===== src/rtl/regxfer_pkg.sv =====
package regxfer_pkg;

   typedef enum logic [1:0] {
      XS_IDLE = 2'd0,
      XS_MOVE = 2'd1,
      XS_FIN  = 2'd2
   } xfer_state_e;

   typedef struct packed {
      logic is_str;
      logic is_store;
      logic big_end;
   } xfer_mode_t;

endpackage


===== src/rtl/regxfer_lane_swap.sv =====
module regxfer_lane_swap #(
   parameter int BYTES = 4
) (
   input  logic                 swap,
   input  logic [8*BYTES-1:0]   din,
   output logic [8*BYTES-1:0]   dout
);
   for (genvar i = 0; i < BYTES; i++) begin : g_lane
      localparam int MIRROR = BYTES - 1 - i;
      assign dout[8*i +: 8] = swap ? din[8*MIRROR +: 8] : din[8*i +: 8];
   end
endmodule


===== src/rtl/regxfer_str_pack.sv =====
module regxfer_str_pack #(
   parameter int BYTES = 4,
   localparam int POS_W = $clog2(BYTES),
   localparam int DATA_W = 8 * BYTES
) (
   input  logic              clk,
   input  logic              rst_n,
   input  logic              clear,
   input  logic              beat,
   input  logic              flush,
   input  logic [POS_W-1:0]  pos,
   input  logic [7:0]        in_byte,
   output logic [DATA_W-1:0] merged
);
   logic [DATA_W-1:0] acc_q;

   // byte at position p (0 = most significant) lands in lane BYTES-1-p
   for (genvar i = 0; i < BYTES; i++) begin : g_place
      localparam logic [POS_W-1:0] HIT = POS_W'(BYTES - 1 - i);
      assign merged[8*i +: 8] = (pos == HIT) ? in_byte : acc_q[8*i +: 8];
   end

   always_ff @(posedge clk) begin
      if (!rst_n || clear) begin
         acc_q <= '0;
      end else if (beat) begin
         acc_q <= flush ? '0 : merged;
      end
   end
endmodule


===== src/rtl/regxfer_seq_ctrl.sv =====
module regxfer_seq_ctrl
   import regxfer_pkg::*;
#(
   parameter int ADDR_W = 32,
   parameter int IDX_W  = 5,
   parameter int CNT_W  = 7,
   parameter int BYTES  = 4,
   localparam int POS_W  = $clog2(BYTES),
   localparam int LEFT_W = (CNT_W > IDX_W + 1) ? CNT_W : IDX_W + 1,
   localparam int NUM_REGS = 1 << IDX_W
) (
   input  logic              clk,
   input  logic              rst_n,
   input  logic              start,
   input  xfer_mode_t        mode_in,
   input  logic [IDX_W-1:0]  sreg,
   input  logic [ADDR_W-1:0] saddr,
   input  logic [CNT_W-1:0]  count,
   output logic              active,
   output logic              fin,
   output logic              accept,
   output xfer_mode_t        mode,
   output logic [ADDR_W-1:0] cur_addr,
   output logic [IDX_W-1:0]  cur_reg,
   output logic [POS_W-1:0]  cur_pos,
   output logic              last_beat
);
   xfer_state_e       state_q, state_d;
   logic [LEFT_W-1:0] left_q;
   logic [LEFT_W-1:0] left_init;
   logic              reg_adv;

   assign active    = (state_q == XS_MOVE);
   assign fin       = (state_q == XS_FIN);
   assign accept    = (state_q == XS_IDLE) && start;
   assign last_beat = active && (left_q == LEFT_W'(1));
   assign reg_adv   = !mode.is_str || (cur_pos == POS_W'(BYTES - 1));
   assign left_init = mode_in.is_str ? LEFT_W'(count)
                                     : LEFT_W'(NUM_REGS) - LEFT_W'(sreg);

   always_comb begin
      state_d = state_q;
      unique case (state_q)
         XS_IDLE: if (start) state_d = (left_init == '0) ? XS_FIN : XS_MOVE;
         XS_MOVE: if (last_beat) state_d = XS_FIN;
         XS_FIN:  state_d = XS_IDLE;
         default: state_d = XS_IDLE;
      endcase
   end

   always_ff @(posedge clk) begin
      if (!rst_n) begin
         state_q  <= XS_IDLE;
         mode     <= '0;
         cur_addr <= '0;
         cur_reg  <= '0;
         cur_pos  <= '0;
         left_q   <= '0;
      end else begin
         state_q <= state_d;
         if (accept) begin
            mode     <= mode_in;
            cur_addr <= saddr;
            cur_reg  <= sreg;
            cur_pos  <= '0;
            left_q   <= left_init;
         end else if (active) begin
            cur_addr <= cur_addr + (mode.is_str ? ADDR_W'(1) : ADDR_W'(BYTES));
            cur_pos  <= mode.is_str ? cur_pos + POS_W'(1) : '0;
            left_q   <= left_q - LEFT_W'(1);
            if (reg_adv) cur_reg <= cur_reg + IDX_W'(1);
         end
      end
   end
endmodule


===== src/rtl/regxfer_seq.sv =====
module regxfer_seq
   import regxfer_pkg::*;
#(
   parameter int ADDR_W = 32,
   parameter int IDX_W  = 5,
   parameter int CNT_W  = 7,
   parameter int BYTES  = 4,
   localparam int DATA_W = 8 * BYTES,
   localparam int POS_W  = $clog2(BYTES)
) (
   input  logic              clk,
   input  logic              rst_n,
   input  logic              start,
   input  logic              op_string,
   input  logic              op_store,
   input  logic              page_big_end,
   input  logic [IDX_W-1:0]  start_reg,
   input  logic [ADDR_W-1:0] start_addr,
   input  logic [CNT_W-1:0]  byte_count,
   output logic              done,
   output logic              mem_req,
   output logic              mem_we,
   output logic              mem_size,
   output logic [ADDR_W-1:0] mem_addr,
   output logic [DATA_W-1:0] mem_wdata,
   input  logic [DATA_W-1:0] mem_rdata,
   output logic              rf_re,
   output logic [IDX_W-1:0]  rf_rd_idx,
   input  logic [DATA_W-1:0] rf_rd_data,
   output logic              rf_we,
   output logic [IDX_W-1:0]  rf_wr_idx,
   output logic [DATA_W-1:0] rf_wdata
);
   if (BYTES < 2 || (BYTES & (BYTES - 1)) != 0) begin : g_bad_bytes
      $error("regxfer_seq: BYTES must be a power of two, at least 2");
   end
   if (IDX_W < 1 || CNT_W < 1 || ADDR_W < POS_W + 1) begin : g_bad_width
      $error("regxfer_seq: index, count or address width too small");
   end

   xfer_mode_t        mode_in, mode;
   logic              active, fin, accept, last_beat;
   logic [ADDR_W-1:0] cur_addr;
   logic [IDX_W-1:0]  cur_reg;
   logic [POS_W-1:0]  cur_pos;
   logic [DATA_W-1:0] word_load, word_store, str_word;
   logic [7:0]        str_pick;
   logic              str_flush;

   assign mode_in = '{is_str: op_string, is_store: op_store, big_end: page_big_end};

   regxfer_seq_ctrl #(
      .ADDR_W(ADDR_W), .IDX_W(IDX_W), .CNT_W(CNT_W), .BYTES(BYTES)
   ) u_ctrl (
      .clk(clk), .rst_n(rst_n), .start(start), .mode_in(mode_in),
      .sreg(start_reg), .saddr(start_addr), .count(byte_count),
      .active(active), .fin(fin), .accept(accept), .mode(mode),
      .cur_addr(cur_addr), .cur_reg(cur_reg), .cur_pos(cur_pos),
      .last_beat(last_beat)
   );

   // word beats: page byte order applies, the same swap serves both directions
   regxfer_lane_swap #(.BYTES(BYTES)) u_swap_ld (
      .swap(mode.big_end), .din(mem_rdata), .dout(word_load)
   );
   regxfer_lane_swap #(.BYTES(BYTES)) u_swap_st (
      .swap(mode.big_end), .din(rf_rd_data), .dout(word_store)
   );

   // string beats: byte order ignored, most significant byte first
   always_comb begin
      str_pick = '0;
      for (int i = 0; i < BYTES; i++) begin
         if (cur_pos == POS_W'(BYTES - 1 - i)) str_pick = rf_rd_data[8*i +: 8];
      end
   end

   assign str_flush = (cur_pos == POS_W'(BYTES - 1)) || last_beat;

   regxfer_str_pack #(.BYTES(BYTES)) u_pack (
      .clk(clk), .rst_n(rst_n), .clear(accept),
      .beat(active && mode.is_str && !mode.is_store),
      .flush(str_flush), .pos(cur_pos), .in_byte(mem_rdata[7:0]),
      .merged(str_word)
   );

   assign done      = fin;
   assign mem_req   = active;
   assign mem_we    = active && mode.is_store;
   assign mem_size  = active && !mode.is_str;
   assign mem_addr  = cur_addr;
   assign mem_wdata = mode.is_str ? {{(DATA_W - 8){1'b0}}, str_pick} : word_store;
   assign rf_re     = active && mode.is_store;
   assign rf_rd_idx = cur_reg;
   assign rf_we     = active && !mode.is_store && (!mode.is_str || str_flush);
   assign rf_wr_idx = cur_reg;
   assign rf_wdata  = mode.is_str ? str_word : word_load;
endmodule


===== config.mk =====
export PLATFORM = sky130hd
export DESIGN_NAME = regxfer_seq
export DESIGN_NICKNAME = d
export VERILOG_FILES = /design/src/rtl/regxfer_pkg.sv /design/src/rtl/regxfer_lane_swap.sv /design/src/rtl/regxfer_str_pack.sv /design/src/rtl/regxfer_seq_ctrl.sv /design/src/rtl/regxfer_seq.sv
export SDC_FILE = /design/constraint.sdc
export NUM_CORES = 1
export LEC_CHECK = 0
export CAP_MARGIN = 20
export CORE_ASPECT_RATIO = 0.9
export CORE_MARGIN = 3
export CORE_UTILIZATION = 48
export CTS_BUF_LIST = sky130_fd_sc_hd__clkbuf_4
export DETAILED_ROUTE_END_ITERATION = 10
export GPL_ROUTABILITY_DRIVEN = 1
export MAX_ROUTING_LAYER = met4
export PLACE_DENSITY = 0.8
export SYNTH_ARGS = -nofsm -noshare
export SYNTH_HDL_FRONTEND = slang
export SYNTH_HIERARCHICAL = 1
export SYNTH_SLANG_ARGS = --single-unit

===== constraint.sdc =====
create_clock -name clk -period 2.6 [get_ports clk]
set_input_delay 0.78 -clock clk [delete_from_list [all_inputs] [get_ports clk]]
set_output_delay 0.78 -clock clk [all_outputs]
set_load 0.02 [all_outputs]

### After elaboration in Yosys (flattened, before gate mapping)

Cells that the tools add are included.

* input bits: 114
* latch bits: 0
* memories: 0
* output and inout bits: 112
* RAM bits: 0
* register bits: 83
* logic and storage cells: 79
* ROM bits: 0

* bitwise gates (word level): 1
* reduce and logical (&&, ||, !) cells: 23
* magnitude comparators: 0
* muxes and demuxes: 33
* shift operators: 0
* add/sub/neg operators: 5
* $mul: 0
* equality and inequality tests: 8
* div/mod/pow operators: 0

Operators by type and width (count)
* $mux 32: 5
* $mux 8: 16
* $add 32x32->32: 1
* $mux 7: 3
* $mux 5: 3
* $logic_and 1x1->1: 8
* $mux 2: 4
* $eq 7x1->1 const B: 1
* $logic_not 7->1: 1
* $sub 6x5->7 const A: 1
* $sub 7x1->7 const B: 1
* $eq 2x2->1 const B: 3
* $add 5x1->5 const B: 1
* $eq 2x1->1 const B: 2
* $logic_not 2->1: 2
* $logic_or 1x1->1: 4
* $pmux 2 s2: 1
* $reduce_and 2->1: 2
* $reduce_bool 2->1: 2
* $logic_not 1->1: 3
* $mux 3: 1
* $add 2x1->2 const B: 1
* $ne 2x1->1 const B: 1
* $ne 2x2->1 const B: 1
* 2 further kinds: 2

### Logic depth before layout (Yosys ltp)

* word-level depth: 6
* gate-level depth with buffers: 9
* depth with buffers taken out: 9

### Modules after synthesis

The synthesis kept the hierarchy.

Modules (own cells, without submodules)
* regxfer_seq_ctrl: seq. area each 1021.0 um^2, area an instance 3096.7 um^2, times used 1, cells each 381
* regxfer_str_pack: seq. area each 640.6 um^2, area an instance 1544.0 um^2, times used 1, cells each 128
* regxfer_lane_swap: seq. area each 0.0 um^2, area an instance 544.3 um^2, times used 2, cells each 36
* regxfer_seq: seq. area each 0.0 um^2, area an instance 997.2 um^2, times used 1, cells each 115

### Least setup slack after synthesis

Ideal clock, no wire load.

* path kind: register to output
* from: register u_ctrl.state_q[0]
* to: output port rf_re
* arrival: 1.637 ns
* setup slack: 0.183 ns
* cell stages (with the launch flop): 7
* data required time: 1.820 ns
* buffers on the path: 3
* path through: dfxtp_1 > buf_2 > nand2_1 > inv_1 > clkbuf_1 > and2_1 > buf_4

* word-level cells in the longest chain between the ends: 2

RTL lines
* start, declared: RTL line regxfer_seq_ctrl.sv:28 `xfer_state_e state_q, state_d;`
* start signal, assigned: RTL line regxfer_seq_ctrl.sv:60 `state_q <= state_d;`
* $eq 2x1->1: RTL line regxfer_seq_ctrl.sv:33 `assign active = (state_q == XS_MOVE);`
* named net mem_req: RTL line regxfer_seq.sv:21 `output logic mem_req,`
* $logic_and 1x1->1
* end, declared: RTL line regxfer_seq.sv:27 `output logic rf_re,`

The timed path passes the listed nets, and every way through them passes these cells.

### Final worst setup path

* from: register u_ctrl.cur_pos[0]
* to: output port rf_wdata[13]

* word-level cells in the longest chain between the ends: 3

RTL lines
* start, declared: RTL line regxfer_seq_ctrl.sv:25 `output logic [POS_W-1:0] cur_pos,`
* start signal, assigned: RTL line regxfer_seq_ctrl.sv:69 `cur_pos <= mode.is_str ? cur_pos + POS_W'(1) : '0;`
* $eq 2x2->1: RTL line regxfer_str_pack.sv:20 `assign merged[8*i +: 8] = (pos == HIT) ? in_byte : acc_q[8*i +: 8];`
* $mux 8: RTL line regxfer_str_pack.sv:20
* named net str_word[13]: RTL line regxfer_seq.sv:46 `logic [DATA_W-1:0] word_load, word_store, str_word;`
* $mux 32: RTL line regxfer_seq.sv:97 `assign rf_wdata = mode.is_str ? str_word : word_load;`
* end, declared: RTL line regxfer_seq.sv:32 `output logic [DATA_W-1:0] rf_wdata`

The timed path passes the listed nets, and every way through them passes these cells.

==> metrics.md <==
| Metric | Value |
|---|---|
| Status | finished, violations left |
| Violated checks | negative setup slack |
| Ports | 226 |
| Chip width | 131 µm |
| Cells after synthesis | 696 |
| Number of fill cells | 909 |
| Routed vias | 6922 |
| Initial antenna violation count | 4 |
| RSZ-0062 raised after global routing | true |
| Max transition margin | 42.3% |
| Total wire length | 24.6 mm |
| Vias in the first global route | 6628 |
| Required @ worst endpoint | 1.82 ns |
| Dpl hpwl | 16.2 mm |
| Reg2Reg Depth | 7 |
| DP Worst Slack | -0.696 ns |
| Initial core utilization | 49.8% |
| Inst Count DP | 1085 |
| Fin. Hold Viols | 0 |
| CP max FO | 5 |
| Mapped cell area | 6730 µm² |
| Reg2reg start | u_ctrl/mode[2]$_SDFFE_PN0P_ |
| M3 GR Usage | 4.70% |
| Syn Area/Cell | 9.66 µm² |
| Pre-antenna DRT Iters | 6 |
| Clk_lat worst skew | 0.45 ns |
| Post-synth top cells | 83 x dfxtp_1, 69 x mux2_2, 60 x mux2_4 |
| WS Path Type | flip-flop to primary output |
| Global routing usage on met2 | 45.0% |
| Area grow syn2layout | 53.6% |
| Post-route insts no fill | 1139 |
| Final period util | 105% |
| Iter 0 DRT Violations | 464 |
| CP max stage cell | dfxtp_4 |
| Hold depth | 2 |
| Register clock-pin slew on the reported worst setup and hold paths | 0.13 ns |
| Setup crit start | u_ctrl/cur_pos[0]$_SDFFE_PP0P_ |
| Largest net degree at the start of global routing | 37 |
| #FFs+latches synth | 83 |
| Worst Tran Pin Value | 0.861 ns |
| Die area | 15500 µm² |
| Multi-input logic area | 5100 µm² |
| Multiplexer share of the synthesized area | 27.9% |
| Complex-gate fraction of the synthesized area | 19.2% |
| Max VDD drop | 0.249 mV |
| Fmax | 365 MHz |
| H-tree levels | 3 |
| Synth Net Count | 818 |
| Clock sinks | 83 |
| Post-synthesis sequential area ratio | 24.7% |
| Vias per cell | 6.08 |
| Layout cells sized above 1 | 39.3% |
| Pleak | 4.42 nW |
| Fin crit period | 2.74 ns |
| Grt total ovfl | 0 |
| Post-Synth Simple-Gate Area | 16.6% |
| Max stage delay on crit path | 0.39 ns |
| Port-buffer cells | 225 |
| Crit path top cell by count | buf_6 |
| Ys flop type | dfxtp_1 |
| Post-synth EDFFs | 0 |
| Cell taking the most area after synthesis | dfxtp_1 |
| CP Capture Type | primary output |
| Storage element area | 1680 µm² |
| Inserted Clock Buffers | 9 |
| Most Crowded Layer GR | met2 |
| Fin worst setup slack | -0.141 ns |
| Max Transition Viols Final | 0 |
| Placer Congestion | 0.867 |
| Die span in y | 118 µm |
| Synth area leaders | dfxtp_1 25%, mux2_4 13%, mux2_2 12% |
| Asr flop ratio synth | 0% |
| All-Layer GR Usage | 28.3% |
| Hold_buf cts | 0 |
| Root Driver | clkbuf_4 |
| HP Start | u_ctrl/mode[1]$_SDFFE_PN0P_ |
| Final setup fails | 57 |
| TNS Setup | -3.95 ns |
| PwrDens | 387 nW/µm² |
| Synth Area in XOR/XNOR | 2.47% |
| GR met1 Demand/Resource | 36.2% |
| Crit-path cells | buf_6 > nor2b_4 > buf_6 > mux2_4 > mux2_4 > buf_6 |
| First-pass GRT wire length | 34.6 mm |
| Final ANT Viol Nets | 0 |
| Core area | 13500 µm² |
| Biggest regs | u_ctrl/cur_addr: 32 flops, u_pack/acc_q: 32 flops, u_ctrl/left_q: 7 flops |
| CTS tree | built |
| Largest family of logic cells by synthesized area | multiplexers |
| Routed WL per cell | 21.6 µm |
| Most frequent cell after synthesis | dfxtp_1 |
| Hold Crit Class | flip-flop to flip-flop |
| # DRC | 0 |
| Bufs on Longest Clock Path | 2 |
| Adder-cell area share of the yosys netlist | 1.49% |
| Hold slack | 0.477 ns |
| Netlist cell types | 71 |
| Top cell type's share of synthesized area | 24.7% |
| Yosys warns | 6 |
| Startpoint Class | flip-flop |
| Setup Skew | 0.0173 ns |
| CP arrival | 1.96 ns |
| Core Rows | 40 |
| Nets | 1084 |
| Reported max-cap violation count | 0 |
[per-stage QoR]
stage / total power (W) / utilization [%] / area [µm²]
after floorplan: 0.00239 / - / 6730
after global placement: 0.00308 / 67.9 / 9170
after detailed placement: 0.00312 / 67.9 / 9170
after CTS: 0.00374 / 69.7 / 9410
after global routing: 0.00417 / 76.5 / 10300
final: 0.00399 / 76.5 / 10300
[routing by layer]
layer | share of wire, % | wire length, µm
met1 | 41 | 10000
met2 | 48 | 11700
met3 | 8.5 | 2090
met4 | 2.9 | 703
met5 | 0 | 0
[area by class of cell]
class | instances | share of cell area (%)
Sequential cell | 83 | 16.2
Timing Repair Buffer | 312 | 30.7
Clock inverter | 6 | 0.315
Clock buffer | 10 | 0.726
Antenna cell | 4 | 0.0969
Tap cell | 168 | 2.03
Inverter | 14 | 0.509
Multi-Input combinational cell | 542 | 49.4
[worst paths after layout]
| check | end | slack, ns |
|---|---|---|
| max | rf_wdata[13] | -0.14 |
| min | u_ctrl/mode[1]$_SDFFE_PN0P_ | 0.48 |
| max reg2reg | u_ctrl/cur_addr[22]$_SDFFE_PN0P_ | 0.22 |
| min reg2reg | u_ctrl/mode[1]$_SDFFE_PN0P_ | 0.48 |
[cell families (layout without fill, tap and decap cells)]
| group | count (synthesis) | after routing |
|---|---|---|
| other cells | 0 | 4 |
| simple gates | 190 | 190 |
| fa+ha+maj | 8 | 8 |
| xor+xnor | 19 | 19 |
| compound gates | 176 | 176 |
| mux | 149 | 149 |
| flops | 83 | 83 |
| buf+inv | 71 | 342 |
[repair_timing]
item                                   in CTS  in global routing
pin swaps                                   0                  2
setup buffers                              16                 15
endpoints found under the hold margin       0                  0
setup endpoints to repair                  70                 66
resized for setup                         383                219
gates cloned                                3                  2
[placed cells by master (no fill, tap or decap), types with 18 or more instances in the layout]
cell and n:
a21oi_1 34, a32o_1 32, buf_4 61, buf_6 71, clkdlybuf4s50_1 107, dfxtp_1 77
dlygate4sd2_1 29, dlymetal6s2s_1 20, mux2_4 126, nand2_1 36, nand3_1 18, nor2_1 23
o21ai_0 21
[worst max-delay path, delay by kind of cell (launching register included)]
family,cells,cell delay [ns]
flip-flops,1,0.39
AND/OR/NAND/NOR,1,0.14
multiplexers,2,0.58
buffers and inverters,3,0.41
[report_power, final]
group	total [W]	switching (W)	internal, W
sequential	0.00146	0.000109	0.00135
combinational	0.00187	0.000880	0.000986
clock	0.000672	0.000474	0.000198
total	0.00399	0.00146	0.00253
No activity file was read; power rests on OpenSTA's default activity.
